==> src/rtl/modeline_pkg.sv <==
package modeline_pkg;
  localparam int MW = 16;

  typedef struct packed {
    logic [MW-1:0] disp;
    logic [MW-1:0] ss;
    logic [MW-1:0] se;
    logic [MW-1:0] tot;
  } axis_t;
endpackage

==> src/rtl/modeline_axis_rules.sv <==
// One rule group of one axis, selected by grp; purely combinational.
module modeline_axis_rules
  import modeline_pkg::*;
#(
  parameter int GRID_BITS    = 3,
  parameter int CAP_DISP     = 4072,
  parameter int CAP_SS       = 4080,
  parameter int CAP_SE       = 4088,
  parameter int CAP_TOT      = 4128,
  parameter int DISP_MIN     = 640,
  parameter int DISP_MAX_NEW = 2048,
  parameter int DISP_MAX_OLD = 1920,
  parameter int TOT_MIN_GAP  = 80,
  parameter int TOT_MAX_GAP  = 1016,
  parameter int SYNC_LEN_MAX = 248
) (
  input  axis_t      cur,
  input  logic [1:0] grp,
  input  logic       gen_new,
  output axis_t      nxt
);
  localparam int            SYNC_GAP  = 1 << GRID_BITS;
  localparam logic [MW-1:0] GRID_MASK = ~(MW'((1 << GRID_BITS) - 1));

  axis_t         t;
  logic [MW-1:0] dmax;

  assign dmax = gen_new ? MW'(DISP_MAX_NEW) : MW'(DISP_MAX_OLD);

  always_comb begin
    t = cur;
    unique case (grp)
      2'd0: begin
        t.disp = t.disp & GRID_MASK;
        t.ss   = t.ss   & GRID_MASK;
        t.se   = t.se   & GRID_MASK;
        t.tot  = t.tot  & GRID_MASK;
        if (t.disp > MW'(CAP_DISP)) t.disp = MW'(CAP_DISP);
        if (t.ss   > MW'(CAP_SS))   t.ss   = MW'(CAP_SS);
        if (t.se   > MW'(CAP_SE))   t.se   = MW'(CAP_SE);
        if (t.tot  > MW'(CAP_TOT))  t.tot  = MW'(CAP_TOT);
      end
      2'd1: begin
        if (t.disp < MW'(DISP_MIN)) t.disp = MW'(DISP_MIN);
        if (t.disp > dmax)          t.disp = dmax;
      end
      2'd2: begin
        if (t.tot < t.disp + MW'(TOT_MIN_GAP)) t.tot = t.disp + MW'(TOT_MIN_GAP);
        if (t.tot > t.disp + MW'(TOT_MAX_GAP)) t.tot = t.disp + MW'(TOT_MAX_GAP);
      end
      default: begin
        if (t.se > t.tot - MW'(SYNC_GAP))     t.se = t.tot - MW'(SYNC_GAP);
        if (t.ss < t.disp + MW'(SYNC_GAP))    t.ss = t.disp + MW'(SYNC_GAP);
        if (t.se > t.ss + MW'(SYNC_LEN_MAX))  t.se = t.ss + MW'(SYNC_LEN_MAX);
      end
    endcase
    nxt = t;
  end
endmodule

==> src/rtl/modeline_seq.sv <==
// Steps through the rule groups after a start and flags the final one.
module modeline_seq #(
  parameter int GROUPS = 8
) (
  input  logic                      clk,
  input  logic                      rst,
  input  logic                      start,
  output logic                      busy,
  output logic [$clog2(GROUPS)-1:0] step,
  output logic                      finish
);
  localparam int            SW   = $clog2(GROUPS);
  localparam logic [SW-1:0] LAST = SW'(GROUPS - 1);

  always_ff @(posedge clk) begin
    if (rst) begin
      busy   <= 1'b0;
      step   <= '0;
      finish <= 1'b0;
    end else begin
      finish <= 1'b0;
      if (start) begin
        busy <= 1'b1;
        step <= '0;
      end else if (busy) begin
        if (step == LAST) begin
          busy   <= 1'b0;
          finish <= 1'b1;
        end else begin
          step <= step + 1'b1;
        end
      end
    end
  end
endmodule

==> src/rtl/modeline_clamp.sv <==
module modeline_clamp
  import modeline_pkg::*;
#(
  parameter int H_FIELD_BITS   = 9,
  parameter int V_FIELD_BITS   = 11,
  parameter int H_DISP_MIN     = 640,
  parameter int H_DISP_MAX_NEW = 2048,
  parameter int H_DISP_MAX_OLD = 1920,
  parameter int V_DISP_MIN     = 480,
  parameter int V_DISP_MAX_NEW = 1536,
  parameter int V_DISP_MAX_OLD = 1440
) (
  input  logic          clk,
  input  logic          rst,
  input  logic          req_valid,
  output logic          req_ready,
  input  logic          gen_new,
  input  logic [MW-1:0] in_h_disp,
  input  logic [MW-1:0] in_h_sync_start,
  input  logic [MW-1:0] in_h_sync_end,
  input  logic [MW-1:0] in_h_total,
  input  logic [MW-1:0] in_v_disp,
  input  logic [MW-1:0] in_v_sync_start,
  input  logic [MW-1:0] in_v_sync_end,
  input  logic [MW-1:0] in_v_total,
  output logic          done,
  output logic [MW-1:0] out_h_disp,
  output logic [MW-1:0] out_h_sync_start,
  output logic [MW-1:0] out_h_sync_end,
  output logic [MW-1:0] out_h_total,
  output logic [MW-1:0] out_v_disp,
  output logic [MW-1:0] out_v_sync_start,
  output logic [MW-1:0] out_v_sync_end,
  output logic [MW-1:0] out_v_total
);
  localparam int GRID_BITS   = 3;
  localparam int H_LIM       = (1 << H_FIELD_BITS) - 1;
  localparam int V_LIM       = (1 << V_FIELD_BITS) - 1;
  localparam int GW          = 2;
  localparam int RULE_GROUPS = 2 * (1 << GW);
  localparam int SW          = $clog2(RULE_GROUPS);

  axis_t         work_h, work_v, h_nxt, v_nxt, res_h, res_v;
  logic          gen_q, busy, finish, accept;
  logic [SW-1:0] step;

  assign req_ready = !busy && !finish;
  assign accept    = req_valid && req_ready;

  modeline_seq #(.GROUPS(RULE_GROUPS)) u_seq (
    .clk(clk), .rst(rst), .start(accept),
    .busy(busy), .step(step), .finish(finish)
  );

  modeline_axis_rules #(
    .GRID_BITS(GRID_BITS),
    .CAP_DISP((H_LIM - 2) << GRID_BITS), .CAP_SS((H_LIM - 1) << GRID_BITS),
    .CAP_SE(H_LIM << GRID_BITS),         .CAP_TOT((H_LIM + 5) << GRID_BITS),
    .DISP_MIN(H_DISP_MIN), .DISP_MAX_NEW(H_DISP_MAX_NEW), .DISP_MAX_OLD(H_DISP_MAX_OLD),
    .TOT_MIN_GAP(80), .TOT_MAX_GAP(127 << GRID_BITS), .SYNC_LEN_MAX(31 << GRID_BITS)
  ) u_h_rules (
    .cur(work_h), .grp(step[GW-1:0]), .gen_new(gen_q), .nxt(h_nxt)
  );

  modeline_axis_rules #(
    .GRID_BITS(0),
    .CAP_DISP(V_LIM - 2), .CAP_SS(V_LIM - 1), .CAP_SE(V_LIM), .CAP_TOT(V_LIM + 2),
    .DISP_MIN(V_DISP_MIN), .DISP_MAX_NEW(V_DISP_MAX_NEW), .DISP_MAX_OLD(V_DISP_MAX_OLD),
    .TOT_MIN_GAP(3), .TOT_MAX_GAP(255), .SYNC_LEN_MAX(15)
  ) u_v_rules (
    .cur(work_v), .grp(step[GW-1:0]), .gen_new(gen_q), .nxt(v_nxt)
  );

  always_ff @(posedge clk) begin
    if (rst) begin
      work_h <= '0;
      work_v <= '0;
      res_h  <= '0;
      res_v  <= '0;
      gen_q  <= 1'b0;
      done   <= 1'b0;
    end else begin
      done <= finish;
      if (accept) begin
        work_h <= '{disp: in_h_disp, ss: in_h_sync_start, se: in_h_sync_end, tot: in_h_total};
        work_v <= '{disp: in_v_disp, ss: in_v_sync_start, se: in_v_sync_end, tot: in_v_total};
        gen_q  <= gen_new;
      end else if (busy) begin
        if (!step[SW-1]) work_h <= h_nxt;
        else             work_v <= v_nxt;
      end
      if (finish) begin
        res_h <= work_h;
        res_v <= work_v;
      end
    end
  end

  assign out_h_disp       = res_h.disp;
  assign out_h_sync_start = res_h.ss;
  assign out_h_sync_end   = res_h.se;
  assign out_h_total      = res_h.tot;
  assign out_v_disp       = res_v.disp;
  assign out_v_sync_start = res_v.ss;
  assign out_v_sync_end   = res_v.se;
  assign out_v_total      = res_v.tot;
endmodule

==> config.mk <==
export PLATFORM = sky130hd
export DESIGN_NAME = modeline_clamp
export DESIGN_NICKNAME = d
export VERILOG_FILES = /design/src/rtl/modeline_pkg.sv /design/src/rtl/modeline_axis_rules.sv /design/src/rtl/modeline_seq.sv /design/src/rtl/modeline_clamp.sv
export SDC_FILE = /design/constraint.sdc
export NUM_CORES = 1
export LEC_CHECK = 0
export ABC_CLOCK_PERIOD_IN_PS = 8300
export BUFFER_PORTS_ARGS = -buffer_cell sky130_fd_sc_hd__buf_4
export CORE_MARGIN = 8
export CORE_UTILIZATION = 23
export DETAILED_ROUTE_END_ITERATION = 10
export GPL_TIMING_DRIVEN = 0
export PLACE_DENSITY_LB_ADDON = 0.25
export SKIP_CTS_REPAIR_TIMING = 1
export SLEW_MARGIN = 10
export SYNTH_ARGS = -nofsm -noshare
export SYNTH_HDL_FRONTEND = slang
export SYNTH_SLANG_ARGS = --single-unit
==> constraint.sdc <==
create_clock -name clk -period 8.3 [get_ports clk]
set_input_delay 0.83 -clock clk [delete_from_list [all_inputs] [get_ports clk]]
set_output_delay 0.83 -clock clk [all_outputs]
set_load 0.02 [all_outputs]
# After elaboration in Yosys (flattened, before gate mapping)
# Index checks and enable logic that the tools add are counted.
[op_classes] addsub=11 order_cmp=22 n_eq_ne=13 mux=48 bitwise_logic=2 reduce_logical=25
[ops] cell="two-way mux 16 bit" n=30
[ops] cell="two-way mux 64 bit" n=6
[ops] cell="greater-than comparator 16 bit" n=8
[ops] cell="one-hot mux 16 bit (2 select lines)" n=4
[ops] cell="one-hot mux 32 bit (2 select lines)" n=2
[ops] cell="greater-than comparator 16 x 12 -> 1 bit, second input constant" n=4
[ops] cell="less-than comparator 16 bit" n=4
[ops] cell="greater-than comparator 16 x 11 -> 1 bit, second input constant" n=3
[ops] cell="adder 16 x 4 -> 16 bit, second input constant" n=2
[ops] cell="adder 16 x 8 -> 16 bit, second input constant" n=2
[ops] cell="AND reduction 4 bit" n=8
[ops] cell="!= test 3 x 2 -> 1 bit, second input constant" n=8
[ops] cell="adder 16 x 1 -> 16 bit, second input constant" n=1
[ops] cell="adder 16 x 10 -> 16 bit, second input constant" n=1
[ops] cell="adder 16 x 2 -> 16 bit, second input constant" n=1
[ops] cell="adder 16 x 7 -> 16 bit, second input constant" n=1
[ops] cell="greater-than comparator 16 x 13 -> 1 bit, second input constant" n=1
[ops] cell="less-than comparator 16 x 10 -> 1 bit, second input constant" n=1
[ops] cell="less-than comparator 16 x 9 -> 1 bit, second input constant" n=1
[ops] cell="subtractor 16 x 1 -> 16 bit, second input constant" n=1
[ops] cell="subtractor 16 x 4 -> 16 bit, second input constant" n=1
[ops] cell="two-way mux 12 bit" n=1
[ops] cell="two-way mux 10 bit" n=1
[ops] cell="AND reduction 3 bit" n=3
[ops] cell="other kinds (16)" n=26
[totals] register_bits=263 inputBits=132 output_inout_bits=130 elab_cells=146

# Logic depth before layout (Yosys ltp)
[logic_depth] depth_word=11 mapped_depth=32 depth_no_buf=28

# Cells and area by module
# From an unflattened synthesis, not the netlist that was laid out.
[hier_totals] hier_cells=2683 area_unflattened_um2=21043.9
[modules_own_cells] mod="modeline_clamp" n_inst=1 cells_each=1137 area_per_inst_um2=10525.1 seq_area_each_um2=5165.0
[modules_own_cells] mod="modeline_axis_rules at u_v_rules" n_inst=1 cells_each=782 area_per_inst_um2=5241.3 seq_area_each_um2=0.0
[modules_own_cells] mod="modeline_axis_rules at u_h_rules" n_inst=1 cells_each=746 area_per_inst_um2=5073.6 seq_area_each_um2=0.0
[modules_own_cells] mod="modeline_seq" n_inst=1 cells_each=18 area_per_inst_um2=203.9 seq_area_each_um2=100.1

# Least setup slack after synthesis
# Ideal clock, no wire load.
[synth_timing] path_type="reg-to-reg" startpoint="reg work_v[56] in the netlist's numbering" endpoint="reg work_v[31] in the netlist's numbering" setup_ns=0.120 arrival_ns=6.814 required_ns=8.180 slack_ns=1.366 path_stages_with_launch=29 n_path_buf=4 period_less_slack_ns=6.934 path_cell_list="dfxtp_1 > buf_1 > nand4_1 > nor4_1 > xor2_1 > inv_1 > ha_1 > nand4_1 > nor4_1 > a221oi_2 > nand2_1 > clkbuf_1 > buf_1 > a21oi_1 > ha_1 > a221oi_1 > nand2_1 > or4_1 > and3_1 > ha_1 > nand4_1 > or2_2 > a311oi_1 > nor4_1 > or2_2 > clkbuf_1 > a21oi_1 > o21ai_0 > a211o_1"
[synth_via] elab_chain_len=11
[synth_rtl] element="start, declared" line_no="modeline_clamp.sv:43" rtl="axis_t work_h, work_v, h_nxt, v_nxt, res_h, res_v;"
[synth_rtl] element="start signal, assigned" line_no="modeline_clamp.sv:86" rtl="work_v <= '{disp: in_v_disp, ss: in_v_sync_start, se: in_v_sync_end, tot: in_v_total};"
[synth_rtl] element="start signal, assigned" line_no="modeline_clamp.sv:90" rtl="else work_v <= v_nxt;"
[synth_rtl] element="adder 16 x 1 -> 16 bit *" line_no="modeline_axis_rules.sv:53" rtl="if (t.ss < t.disp + MW'(SYNC_GAP)) t.ss = t.disp + MW'(SYNC_GAP);"
[synth_rtl] element="less-than comparator 16 bit" line_no="modeline_axis_rules.sv:53"
[synth_rtl] element="two-way mux 16 bit *" line_no="modeline_axis_rules.sv:53"
[synth_rtl] element="two-way mux 16 bit *" line_no="modeline_axis_rules.sv:32" rtl="unique case (grp)"
[synth_rtl] element="adder 16 x 4 -> 16 bit *" line_no="modeline_axis_rules.sv:54" rtl="if (t.se > t.ss + MW'(SYNC_LEN_MAX)) t.se = t.ss + MW'(SYNC_LEN_MAX);"
[synth_rtl] element="greater-than comparator 16 bit" line_no="modeline_axis_rules.sv:54"
[synth_rtl] element="two-way mux 16 bit *" line_no="modeline_axis_rules.sv:54"
[synth_rtl] element="one-hot mux 32 bit (2 select lines) *" line_no="modeline_axis_rules.sv:32"
[synth_rtl] element="two-way mux 64 bit *" line_no="modeline_clamp.sv:89" rtl="if (!step[SW-1]) work_h <= h_nxt;"
[synth_rtl] element="two-way mux 64 bit *" line_no="modeline_clamp.sv:88" rtl="end else if (busy) begin"
[synth_rtl] element="two-way mux 64 bit *" line_no="modeline_clamp.sv:84" rtl="if (accept) begin"
# Mark *: on every way between the ends. The rest lies on a longest branch, timed or not. The select of a mux whose other input is x is not followed.
# A chain may end at the register's enable or synchronous reset.

# Worst setup path after layout
[layout_timing] startpoint="reg work_v[57] in the netlist's numbering" endpoint="reg work_v[31] in the netlist's numbering"
# Same word-level chain as after synthesis.

==> results.json <==
{
  "layout_commonest_cell": "nor2_1",
  "seq_area_frac_synth": 0.271,
  "cts_buffers": 36,
  "drt_iter0_drc": 1806,
  "finalMaxSlewViolations": 0,
  "peakVddDrop_uv": 127,
  "grt_pass1_wl_um": 135000,
  "rows": 106,
  "start_kind": "flip-flop",
  "grt_pass1_vias": 19162,
  "synth_edf_count": 0,
  "nets": 3079,
  "fillCellCount": 9149,
  "fin_crit_ps": 7940,
  "detail_route.wl_per_cell_um": 24.2,
  "finalPower_w": 0.00619,
  "hold_class": "flip-flop to flip-flop",
  "p_sw_w": 0.00276,
  "synthCells": 2460,
  "fmax_mhz": 126,
  "worst_pin_slew_ps": 1320,
  "cts-htree-levels": 2,
  "cp_top_family": "simple AND/OR/NAND/NOR gates",
  "synth_cell_types": 85,
  "route.detailed.drc": 0,
  "dpl-instance-area_um2": 22800,
  "crit_fanout": 10,
  "switching_share": 0.445,
  "drtAntennaViolNets": 0,
  "final_cells": 3923,
  "cts_tree": "yes",
  "firstDrtPassIters": 5,
  "synth-seq-cells": 263,
  "critical_path.slowest_cell": "or4_1",
  "grt_overflow": 0,
  "ioPinCount": 262,
  "clk_pin_slew_ps": 60,
  "antenna_found_initial": 12,
  "relSlewSlack": 0.117,
  "powerDensity_nw_per_um2": 255,
  "path_buf_inv": 6,
  "cts_buffer_depth": 3,
  "root_buffer": "clkbuf_16",
  "period_share": 0.956,
  "synth_area_leaders": "dfxtp_1, ha_1, mux2i_1, nor2_1, a21oi_1",
  "dieArea_um2": 94200,
  "drv_cap": 0,
  "p_int_w": 0.00344,
  "cp.required_ps": 8740,
  "track_usage": 0.191,
  "syn-cell-area_um2": 19500,
  "synth_ff_type": "dfxtp_1",
  "combPwrFrac": 0.485,
  "fin_util": 0.290,
  "clk_latency_ps": 570,
  "crit_arrival_ps": 8380,
  "hold_viol_final": 0,
  "die_h_um": 307,
  "clkSinkCount": 263,
  "crit_path_end_kind": "flip-flop",
  "initial_core_util": 0.233,
  "finalSetupViolations": 0,
  "port_buffers": 260,
  "coreArea_um2": 83700,
  "layout-drive-gt1-share": 0.152,
  "design_area_um2": 24300,
  "synth_top_area_frac": 0.271,
  "syn-mean-instance-area_um2": 7.91,
  "drt_wl_total_um": 95100,
  "die_x_um": 307,
  "gp_congestion": 0.961,
  "slowest_delay_ps": 540,
  "yosysTopAreaCell": "dfxtp_1",
  "pwr-share-seq": 0.246,
  "status": "finished, final reports clean",
  "dp.cells": 3854,
  "vias": 20146,
  "p_leak_nw": 9.45,
  "final_cell_mix": "nor2_1, buf_4, dfxtp_1, a21oi_1, ha_1",
  "async_reset_ff_frac": 0,
  "fin_skew_ps": 27.5,
  "ys_warn_count": 0,
  "syn_nets": 2778,
  "dp_hpwl_um": 75600,
  "via_per_inst": 5.14,
  "clkPwrFrac": 0.269,
  "area_delta_synth_final_pct": 24.7,
  "path_class": "flip-flop to flip-flop",
  "grt_max_degree": 14
}
-- sequential cells by signal (all words and copies together) (netlist names) --
| name | flops |
|---|---|
| out_v_sync_end | 16 |
| u_seq.step | 3 |
| out_h_total | 16 |
| out_h_sync_end | 16 |
| work_v | 64 |
| out_h_disp | 16 |
| gen_q | 1 |
| done | 1 |
| out_v_sync_start | 16 |
| work_h | 64 |
| u_seq.busy | 1 |
| u_seq.finish | 1 |
| out_h_sync_start | 16 |
| out_v_total | 16 |
| out_v_disp | 16 |
-- synthesized netlist by cell type, types with 19 or more instances --
cell	number
nor2_1	294
dfxtp_1	263
a21oi_1	197
ha_1	186
nand2_1	185
mux2i_1	163
clkbuf_1	135
o21ai_0	117
xnor2_1	84
inv_1	82
nor3_1	77
nand3_1	57
xor2_1	43
nand4_1	41
a21o_1	38
o211ai_1	37
nor4_1	29
a31oi_1	26
buf_1	25
o21a_1	25
a211oi_1	24
nor2b_1	20
a221oi_1	19
-- cell families after synthesis --
logic type | synth area share
xor gates and xnor gates | 0.0572
muxes | 0.0885
buffers and inverters | 0.0513
and+or+nand+nor | 0.195
adders and majority gates | 0.120
AOI/OAI and AO/OA | 0.218
DFF | 0.271
-- through the flow --
step / hold WS [ps] / setup slack [ps] / setup TNS [ps]
3_3_place_gp: 476 / -948 / -14110
6_report: 492 / 363 / 0
3_5_place_dp: 483 / -947 / -14220
5_1_grt: 476 / -25.2 / -25.2
2_1_floorplan: 463 / 1370 / 0
4_1_cts: 473 / -982 / -15540
-- cell type report --
type	count	area, um2	share of cell area
Clock buffer	41	961	0.0396
Clock inverter	20	265	0.0109
Inverter	82	308	0.0127
Multi-Input combinational cell	1941	13300	0.549
Tap cell	1134	1420	0.0585
Buffer	168	683	0.0281
Antenna cell	5	12.5	0.000516
Timing Repair Buffer	269	2020	0.0832
Sequential cell	263	5270	0.217
-- tightest hold or removal path, stage by stage (launching register included) --
cell,delay (ps)
dfxtp_1,320
mux2i_1,70
nor2_1,70
-- metal layers --
layer | part of all wire | vias up | global-route usage
met5 | 0.00084 | - | 0
met4 | 0.038 | 12 | 0.0692
met3 | 0.083 | 150 | 0.0456
met2 | 0.43 | 763 | 0.294
met1 | 0.45 | 9631 | 0.259
li1 | - | 9590 | -
-- power by group through the flow --
stage	Combinational [W]	Sequential, W	Clock [W]
floorplan	0.00206	0.00145	0
global placement	0.00292	0.00154	0
detailed placement	0.00292	0.00154	0
CTS	0.00293	0.00151	0.00170
global route	0.00331	0.00153	0.00175
finish	0.00301	0.00152	0.00166
-- path summary, 6_finish.rpt --
path,startpoint,to,slack [ps],depth (start not counted)
max,work_v[57],work_v[31],360,29
min,out_v_disp[5],out_v_disp[5],490,2
max reg2reg,work_v[57],work_v[31],360,29
min reg2reg,out_v_disp[5],out_v_disp[5],490,2
(Power assumes the default switching activity.)
